--- config.mk ---
export PLATFORM = sky130hd
export DESIGN_NAME = trilinear_sampler
export DESIGN_NICKNAME = d
export VERILOG_FILES = /design/src/rtl/trilin_pkg.sv /design/src/rtl/tl_lerp.sv /design/src/rtl/tl_addr_gen.sv /design/src/rtl/tl_ctrl.sv /design/src/rtl/trilinear_sampler.sv
export SDC_FILE = /design/constraint.sdc
export NUM_CORES = 1
export LEC_CHECK = 0
export CAP_MARGIN = 5
export CORE_ASPECT_RATIO = 0.7
export CORE_MARGIN = 2
export CORE_UTILIZATION = 50
export DETAILED_ROUTE_END_ITERATION = 7
export DONT_BUFFER_PORTS = 1
export GPL_TIMING_DRIVEN = 1
export PLACE_DENSITY = 0.68
export SYNTH_ARGS = -nofsm -noshare
export SYNTH_HDL_FRONTEND = slang
export SYNTH_SLANG_ARGS = --single-unit
--- constraint.sdc ---
create_clock -name clk -period 23.8 [get_ports clk]
set_input_delay 2.38 -clock clk [delete_from_list [all_inputs] [get_ports clk]]
set_output_delay 2.38 -clock clk [all_outputs]
set_load 0.01 [all_outputs]
--- src/rtl/trilin_pkg.sv ---
package trilin_pkg;
   localparam int LEVELS = 2;
   localparam int TAPS   = 4;
   localparam int LANES  = LEVELS * TAPS;

   typedef enum logic [1:0] {
      ST_IDLE  = 2'd0,
      ST_ISSUE = 2'd1,
      ST_WAIT  = 2'd2
   } ctrl_state_t;
endpackage

--- src/rtl/tl_lerp.sv ---
module tl_lerp #(
   parameter int W  = 8,
   parameter int FW = 8
) (
   input  logic [W-1:0]  a,
   input  logic [W-1:0]  b,
   input  logic [FW-1:0] f,
   output logic [W-1:0]  y
);
   localparam int PW = W + FW + 2;
   localparam logic signed [PW-1:0] RND = PW'(1) <<< (FW - 1);

   logic signed [W:0]    diff;
   logic signed [PW-1:0] prod;
   logic signed [PW-1:0] sum;
   logic [W-1:0]         step;

   always_comb begin
      diff = $signed({1'b0, b}) - $signed({1'b0, a});
      prod = diff * $signed({1'b0, f});
      sum  = prod + RND;
      step = W'(sum >>> FW);
      y    = a + step;
   end

   // result never leaves the interval spanned by its endpoints
   always_comb begin
      assert_blend_bounded_R6: assert ((a <= b) ? (y >= a && y <= b) : (y <= a && y >= b))
         else $error("blend left its endpoint interval");
   end
endmodule

--- src/rtl/tl_addr_gen.sv ---
module tl_addr_gen #(
   parameter int LVL      = 0,
   parameter int LOG2_DIM = 4,
   parameter int INT_W    = 8,
   parameter int FW       = 8,
   parameter int AW       = 9
) (
   input  logic [INT_W+FW-1:0]              u,
   input  logic [INT_W+FW-1:0]              v,
   output logic [trilin_pkg::TAPS*AW-1:0]   addr,
   output logic [FW-1:0]                    frac_x,
   output logic [FW-1:0]                    frac_y
);
   import trilin_pkg::*;

   localparam int CW      = INT_W + FW;
   localparam int LB      = LOG2_DIM - LVL;
   localparam int DIM_MAX = (1 << LB) - 1;
   localparam int BASE    = (LVL == 0) ? 0 : (1 << (2 * LOG2_DIM));
   localparam int SPAN    = 1 << (2 * LB);

   logic [CW-1:0]    su, sv;
   logic [INT_W:0]   ixa, ixb, iya, iyb;
   logic [LB-1:0]    x0, x1, y0, y1;

   always_comb begin
      su     = u >> LVL;
      sv     = v >> LVL;
      frac_x = su[FW-1:0];
      frac_y = sv[FW-1:0];
      ixa    = {1'b0, su[CW-1:FW]};
      iya    = {1'b0, sv[CW-1:FW]};
      ixb    = ixa + 1'b1;
      iyb    = iya + 1'b1;
      x0     = (ixa > (INT_W+1)'(DIM_MAX)) ? LB'(DIM_MAX) : ixa[LB-1:0];
      x1     = (ixb > (INT_W+1)'(DIM_MAX)) ? LB'(DIM_MAX) : ixb[LB-1:0];
      y0     = (iya > (INT_W+1)'(DIM_MAX)) ? LB'(DIM_MAX) : iya[LB-1:0];
      y1     = (iyb > (INT_W+1)'(DIM_MAX)) ? LB'(DIM_MAX) : iyb[LB-1:0];
   end

   for (genvar j = 0; j < TAPS; j++) begin : g_tap
      logic [LB-1:0]   tx, ty;
      logic [2*LB-1:0] mort;
      assign tx = (j % 2 == 1) ? x1 : x0;
      assign ty = (j / 2 == 1) ? y1 : y0;
      for (genvar k = 0; k < LB; k++) begin : g_bit
         assign mort[2*k]   = tx[k];
         assign mort[2*k+1] = ty[k];
      end
      assign addr[j*AW +: AW] = AW'(BASE) + AW'(mort);

      always_comb begin
         assert_addr_in_level_R4: assert (addr[j*AW +: AW] >= AW'(BASE) &&
                                          addr[j*AW +: AW] <  AW'(BASE + SPAN))
            else $error("tap address outside its level");
      end
   end
endmodule

--- src/rtl/tl_ctrl.sv ---
module tl_ctrl #(
   parameter int LAT = 2
) (
   input  logic clk,
   input  logic rst_n,
   input  logic req_valid,
   output logic req_ready,
   output logic accept,
   output logic rd_en,
   output logic capture
);
   import trilin_pkg::*;

   localparam int CNT_W = (LAT < 2) ? 1 : $clog2(LAT + 1);

   ctrl_state_t      state;
   logic [CNT_W-1:0] cnt;

   assign req_ready = (state == ST_IDLE);
   assign accept    = req_valid && req_ready;
   assign rd_en     = (state == ST_ISSUE);
   assign capture   = (state == ST_WAIT) && (cnt == '0);

   always_ff @(posedge clk or negedge rst_n) begin
      if (!rst_n) begin
         state <= ST_IDLE;
         cnt   <= '0;
      end else begin
         unique case (state)
            ST_IDLE:  if (accept) state <= ST_ISSUE;
            ST_ISSUE: begin
               state <= ST_WAIT;
               cnt   <= CNT_W'(LAT - 1);
            end
            ST_WAIT: begin
               if (cnt == '0) state <= ST_IDLE;
               else           cnt   <= cnt - 1'b1;
            end
            default:  state <= ST_IDLE;
         endcase
      end
   end

   assert_issue_single_R2: assert property (@(posedge clk) disable iff (!rst_n)
      rd_en |=> !rd_en);
   assert_issue_after_accept_R2: assert property (@(posedge clk) disable iff (!rst_n)
      rd_en |-> $past(accept));
   assert_busy_not_ready_R1: assert property (@(posedge clk) disable iff (!rst_n)
      (rd_en || capture) |-> !req_ready || capture);
endmodule

--- src/rtl/trilinear_sampler.sv ---
module trilinear_sampler #(
   parameter int LOG2_DIM = 4,
   parameter int INT_W    = 8,
   parameter int FRAC_W   = 8,
   parameter int TEXEL_W  = 8,
   parameter int LAT      = 2
) (
   input  logic                                  clk,
   input  logic                                  rst_n,
   input  logic                                  req_valid,
   output logic                                  req_ready,
   input  logic [INT_W+FRAC_W-1:0]               req_u,
   input  logic [INT_W+FRAC_W-1:0]               req_v,
   input  logic [FRAC_W-1:0]                     req_lod_frac,
   output logic                                  rd_en,
   output logic [8*(2*LOG2_DIM+1)-1:0]           rd_addr,
   input  logic [8*TEXEL_W-1:0]                  rd_data,
   output logic                                  res_valid,
   output logic [TEXEL_W-1:0]                    res_data
);
   import trilin_pkg::*;

   localparam int CW = INT_W + FRAC_W;
   localparam int AW = 2 * LOG2_DIM + 1;

   if (LOG2_DIM < 2)      begin : g_chk_dim  $error("LOG2_DIM must be at least 2"); end
   if (INT_W < LOG2_DIM)  begin : g_chk_int  $error("INT_W must cover the fine level"); end
   if (LAT < 1)           begin : g_chk_lat  $error("LAT must be at least 1"); end
   if (FRAC_W < 1)        begin : g_chk_frac $error("FRAC_W must be positive"); end
   if (LANES != 8)        begin : g_chk_lane $error("lane count mismatch"); end

   logic              accept, capture;
   logic [CW-1:0]     u_q, v_q;
   logic [FRAC_W-1:0] lod_q;
   logic [TEXEL_W-1:0] lvl_res [LEVELS];
   logic [TEXEL_W-1:0] final_y;

   tl_ctrl #(.LAT(LAT)) u_ctrl (
      .clk       (clk),
      .rst_n     (rst_n),
      .req_valid (req_valid),
      .req_ready (req_ready),
      .accept    (accept),
      .rd_en     (rd_en),
      .capture   (capture)
   );

   always_ff @(posedge clk or negedge rst_n) begin
      if (!rst_n) begin
         u_q   <= '0;
         v_q   <= '0;
         lod_q <= '0;
      end else if (accept) begin
         u_q   <= req_u;
         v_q   <= req_v;
         lod_q <= req_lod_frac;
      end
   end

   for (genvar l = 0; l < LEVELS; l++) begin : g_lvl
      logic [TAPS*AW-1:0] addr;
      logic [FRAC_W-1:0]  fx, fy;
      logic [TEXEL_W-1:0] tex [TAPS];
      logic [TEXEL_W-1:0] row0, row1;

      tl_addr_gen #(
         .LVL(l), .LOG2_DIM(LOG2_DIM), .INT_W(INT_W), .FW(FRAC_W), .AW(AW)
      ) u_addr (
         .u(u_q), .v(v_q), .addr(addr), .frac_x(fx), .frac_y(fy)
      );

      assign rd_addr[l*TAPS*AW +: TAPS*AW] = addr;

      for (genvar j = 0; j < TAPS; j++) begin : g_tex
         assign tex[j] = rd_data[(l*TAPS + j)*TEXEL_W +: TEXEL_W];
      end

      tl_lerp #(.W(TEXEL_W), .FW(FRAC_W)) u_row0 (.a(tex[0]), .b(tex[1]), .f(fx), .y(row0));
      tl_lerp #(.W(TEXEL_W), .FW(FRAC_W)) u_row1 (.a(tex[2]), .b(tex[3]), .f(fx), .y(row1));
      tl_lerp #(.W(TEXEL_W), .FW(FRAC_W)) u_col  (.a(row0),   .b(row1),   .f(fy), .y(lvl_res[l]));
   end

   tl_lerp #(.W(TEXEL_W), .FW(FRAC_W)) u_mix (
      .a(lvl_res[0]), .b(lvl_res[1]), .f(lod_q), .y(final_y)
   );

   always_ff @(posedge clk or negedge rst_n) begin
      if (!rst_n) begin
         res_valid <= 1'b0;
         res_data  <= '0;
      end else begin
         res_valid <= capture;
         if (capture) res_data <= final_y;
      end
   end

   assert_result_pulse_R9: assert property (@(posedge clk) disable iff (!rst_n)
      res_valid |=> !res_valid);
   assert_result_held_R9: assert property (@(posedge clk) disable iff (!rst_n)
      !res_valid |-> $stable(res_data));
   assert_ready_with_result_R1: assert property (@(posedge clk) disable iff (!rst_n)
      res_valid |-> req_ready);
   assert_no_issue_when_ready_R1: assert property (@(posedge clk) disable iff (!rst_n)
      rd_en |-> !req_ready);
endmodule

# == Word-level counts from Yosys, hierarchy flattened ==
# Cells that the tools add are included.
# word_totals
ff_bits,53
inputBits,107
out_inout_bits,83
wordCells,77
# classes
n_addsub,30
mul,7
order_cmp,8
eq_ne,5
muxes,13
reduce_logical,7
# ops
cell,n
$add A16 B9 Y16 const B,7
$mul A9 B9 Y16,7
$sub A8 B8 Y9,7
$add A8 B8 Y8,7
$add A9 B6 Y9 const A,4
$add A8 B1 Y9 const B,2
$gt A9 B3 Y1 const B,2
$gt A9 B4 Y1 const B,2
$add A7 B1 Y8 const B,2
$gt A8 B4 Y1 const B,2
$mux W4,4
$gt A7 B3 Y1 const B,2
$mux W3,4
$mux W2,3
$ne A2 B2 Y1 const B,3
$pmux W2 S3,1
$logic_not A2 Y1,2
$pmux W2 S2,1
$reduce_and A2 Y1,2
$eq A2 B1 Y1 const B,1
$eq A2 B2 Y1 const B,1
$logic_and A1 B1 Y1,2
$reduce_bool A2 Y1,1
$sub A2 B1 Y2 const B,1

# == Logic depth before layout (Yosys ltp) ==
# depth
depth_word,12
ltp_mapped,90
mapped_depth_nobuf,90

# == Hierarchy ==
# From an unflattened synthesis, not the netlist that was laid out.
# unflattened
hier_cells,2698
area_unflattened_um2,24459.7
# modules_own_cells
module,instances,cells_each,area_per_inst_um2
tl_lerp (g_lvl[0].u_row0 ...),2,341,3002.9
tl_lerp (u_mix),1,347,3066.7
tl_lerp (g_lvl[1].u_col),1,347,3057.9
tl_lerp (g_lvl[0].u_col),1,341,3042.9
tl_lerp (g_lvl[1].u_row1),1,348,3039.2
tl_lerp (g_lvl[1].u_row0),1,346,3026.7
trilinear_sampler,1,102,1816.7
tl_addr_gen (g_lvl[0].u_addr),1,86,618.1
tl_addr_gen (g_lvl[1].u_addr),1,76,548.0
tl_ctrl,1,23,237.7

# == Least setup slack after synthesis ==
# Ideal clock, no wire load.
# synth_timing
kind,input to register
start,input rd_data[8]
end,register res_data[7]
arrival_time_ns,21.421
required_time_ns,23.723
setup_slack_ns,2.303
path_stages,87
n_path_buf,0
cell_sequence,inv_1 > ha_1 > fa_1 > nor2b_1 > o21ai_0 > nand2b_1 > a311oi_1 > xnor2_1 > nand2_1 > fa_1 > inv_1 > fa_1 > inv_1 > fa_1 > inv_1 > fa_1 > fa_1 > ha_1 > [51 not listed] > fa_1 > ha_1 > ha_1 > nand4_1 > or4_1 > nand2_1 > xor2_1 > ha_1 > a21o_1 > a21o_1 > a21o_1 > a21oi_1 > inv_1 > and4_1 > nor2_1 > a41oi_2 > xnor3_1 > o21ai_1
# synth_via
elab_chain_len,12
# synth_rtl
element,line_no,source
"start, declared",trilinear_sampler.sv:17,"input logic [8*TEXEL_W-1:0] rd_data,"
$sub A8 B8 Y9 *,tl_lerp.sv:19,"diff = $signed({1'b0, b}) - $signed({1'b0, a});"
$mul A9 B9 Y16 *,tl_lerp.sv:20,"prod = diff * $signed({1'b0, f});"
$add A16 B9 Y16 *,tl_lerp.sv:21,sum = prod + RND;
$add A8 B8 Y8 *,tl_lerp.sv:23,y = a + step;
$sub A8 B8 Y9,tl_lerp.sv:19,
$mul A9 B9 Y16,tl_lerp.sv:20,
$add A16 B9 Y16,tl_lerp.sv:21,
$add A8 B8 Y8 *,tl_lerp.sv:23,
$sub A8 B8 Y9,tl_lerp.sv:19,
$mul A9 B9 Y16,tl_lerp.sv:20,
$add A16 B9 Y16,tl_lerp.sv:21,
$add A8 B8 Y8 *,tl_lerp.sv:23,
"end signal, assigned",trilinear_sampler.sv:93,if (capture) res_data <= final_y;
"end, declared",trilinear_sampler.sv:19,output logic [TEXEL_W-1:0] res_data
# Every way passes the cells marked *; elsewhere a longest branch is shown, timed or not.
# A chain may end at the register's enable or synchronous reset.

# == Worst setup path after layout ==
# Same ends and word-level chain as after synthesis.

==> flow_summary.json <==
{
  "tightest_slew_ns": 1.061,
  "synth_fa_ha_area_share_pct": 52.04,
  "antennaDiodeCount": 0,
  "grt_pass1_wl_mm": 95.68,
  "worst_ep_arrival_time_ns": 23.00,
  "met3RoutedLength_mm": 4.052,
  "cts_root_buffer": "clkbuf_16",
  "synth_top_cell_by_area": "fa_1",
  "cp.required_ns": 24.05,
  "max_cap_violations": 0,
  "worst_path_most_repeated_cell": "fa_1",
  "globalplace.congestion": 0.8816,
  "syn_avg_cell_area_sq_um": 9.138,
  "synthXorXnorAreaFrac_pct": 8.565,
  "tns_ns": 0,
  "die_area_sq_um": 49620,
  "clk_latency_ns": 0.34,
  "synth_top_family_by_area": "adder cells",
  "dr_total_vias": 16949,
  "start_util_pct": 50.31,
  "grt_overflow": 0,
  "synth_compound_area_share_pct": 6.781,
  "cp_max_fo": 8,
  "synth_area_sq_um": 23910,
  "io_pins": 190,
  "ant_nets": 0,
  "yosys.cell_types.count": 70,
  "max_freq_ghz": 0.04397,
  "die_x_microns": 265.4,
  "final_cells": 3178,
  "startpoint_type": "input port",
  "synthToLayoutAreaGrowth_pct": 3.160,
  "htree_levels": 2,
  "numCtsBuffers": 5,
  "synth_top_area_share_pct": 33.15,
  "grt_antenna_before_repair": 3,
  "outcome": "finished clean",
  "routed_wl_mm": 56.54,
  "fin_worst_skew_ns": 0.02178,
  "grt_usage_pct": 23.94,
  "core_area_sq_um": 47530,
  "synth_edf_count": 0,
  "clkSinkCount": 53,
  "route.met2.wl_mm": 25.00,
  "drive_above_1_share_pct": 4.380,
  "dp_hpwl_mm": 47.98,
  "routedLengthMet1_mm": 26.82,
  "whs_path_depth": 1,
  "synth_commonest_cells": "inv_1 (505), fa_1 (396), ha_1 (361)",
  "relSlewSlack_pct": 28.77,
  "die_y_microns": 187.0,
  "drc": 0,
  "synth-simple-area-share_pct": 14.93,
  "ys_seq_area_share_pct": 5.546,
  "critPathCaptureType": "register",
  "final_util_pct": 51.90,
  "slowest_stage": "xnor2_1",
  "drtIter0Drc": 907,
  "synth_mux_area_share_pct": 1.742,
  "highest_layer": "met5",
  "cts.path.max_buffers": 2,
  "nNetsFinal": 3420,
  "wl_per_cell_microns": 17.79,
  "vias_per_cell": 5.333,
  "path_class": "input port to register",
  "port_buffers": 0,
  "drt_pass1_iterations": 7,
  "period_share_pct": 95.55,
  "min_path_type": "register to register",
  "syn_inst": 2617,
  "hold_viol_final": 0,
  "setup_viol": 0,
  "cts_tree": "built",
  "ys_seq_elements": 53,
  "min_period_ns": 22.74,
  "maxSlewViolCount": 0,
  "rows": 67,
  "worstRegToRegCells": 76,
  "synth-async-reset-ratio_pct": 100.0,
  "synth_most_common_cell": "inv_1",
  "ys.flop_type": "dfrtp_1",
  "slowest_delay_ns": 0.67,
  "clkTransAtPathRegs_ns": 0.10,
  "grt_pass1_vias": 18269,
  "finalWorstSetupSlack_ns": 1.059,
  "ys_top_cells_by_area": "fa_1 (33%), ha_1 (19%), inv_1 (7.9%), dfrtp_1 (5.5%), and2_1 (5.1%)",
  "pre_cts_ws_ns": 0.01103,
  "grt_max_degree": 54,
  "dp_cells": 3166,
  "yosysWarnings": 0
}
[final cells by class]
class	instances	area, sq um
inverter	507	1903
multi-input combinational	1963	20310
tap	621	777.0
fill	4344	22860
clock inverter	3	28.78
clock buffer	5	125.1
sequential	53	1326
timing repair buffer	26	195.2
[critical path: cells and delay by family]
family	cells	cell delay, ns
AOI/OAI and AO/OA	21	3.90
xor gates and xnor gates	11	2.91
adders and majority gates	25	10.35
buffers and inverters	9	0.55
and+or+nand+nor	18	2.89
[layout by cell type (no fill, tap or decap), types with 4 or more instances in the layout]
cell,n
a21o_1,51
xnor2_1,129
o31ai_1,5
nor2b_1,57
xnor3_1,7
o21ai_0,33
a21oi_1,75
nor4_1,6
nand2b_1,54
or3_1,7
conb_1,16
clkbuf_16,5
nand3_1,5
xnor2_2,7
nand4_1,7
and2_1,194
o21bai_1,16
nor3_1,9
nand2_1,270
mux2_2,37
buf_4,26
xor2_2,5
dfrtp_1,53
fa_1,396
nor2_1,56
ha_1,361
o21ai_1,4
a31oi_1,7
xor2_1,69
inv_1,505
o21a_1,9
[through the flow]
step	hold WS [ns]	area, sq um
floorplan	0.4721	23970
global placement	0.4842	24330
detailed placement	0.5000	24330
CTS	0.5196	24490
global route	0.5241	24670
finish	0.5240	24670
[state kept, by name, summed over array words and instances (netlist names)]
name	flops
u_q	16
res_data	8
res_valid	1
v_q	16
lod_q	8
u_ctrl.state	2
u_ctrl.cnt	2
[cell families after synthesis]
| kind of cell | count (synthesis) |
|---|---|
| XOR/XNOR | 219 |
| buffers and inverters | 615 |
| multiplexers | 37 |
| other | 2 |
| adder cells (fa/ha/maj) | 757 |
| AND/OR/NAND/NOR | 694 |
| AO/OA/AOI/OAI | 240 |
| flip-flops | 53 |
[layer usage]
layer  vias to the layer above  track usage (%)
li1                       7927                -
met4                         2            3.346
met3                        43            4.845
met1                      8487            35.20
met5                         -                0
met2                       490            37.31
[worst paths after layout]
check                      startpoint     endpoint  slack, ns
max in group asynchronous       rst_n       u_q[3]      21.97
hold / removal                u_q[15]      u_q[15]       0.52
setup / recovery           rd_data[8]  res_data[7]       1.06
min in group asynchronous       rst_n      u_q[11]       1.71
setup reg to reg               u_q[2]  res_data[7]       3.60
hold reg to reg               u_q[15]      u_q[15]       0.52
[repair_timing]
item	4_1_cts	5_1_grt
hold buffers	0	0
endpoints found under the setup margin	0	6
setup buffers	0	4
gates resized for setup	0	25
Power is not shown: default switching activity piles up to over one toggle a cycle in this logic, so the estimate is an artifact.
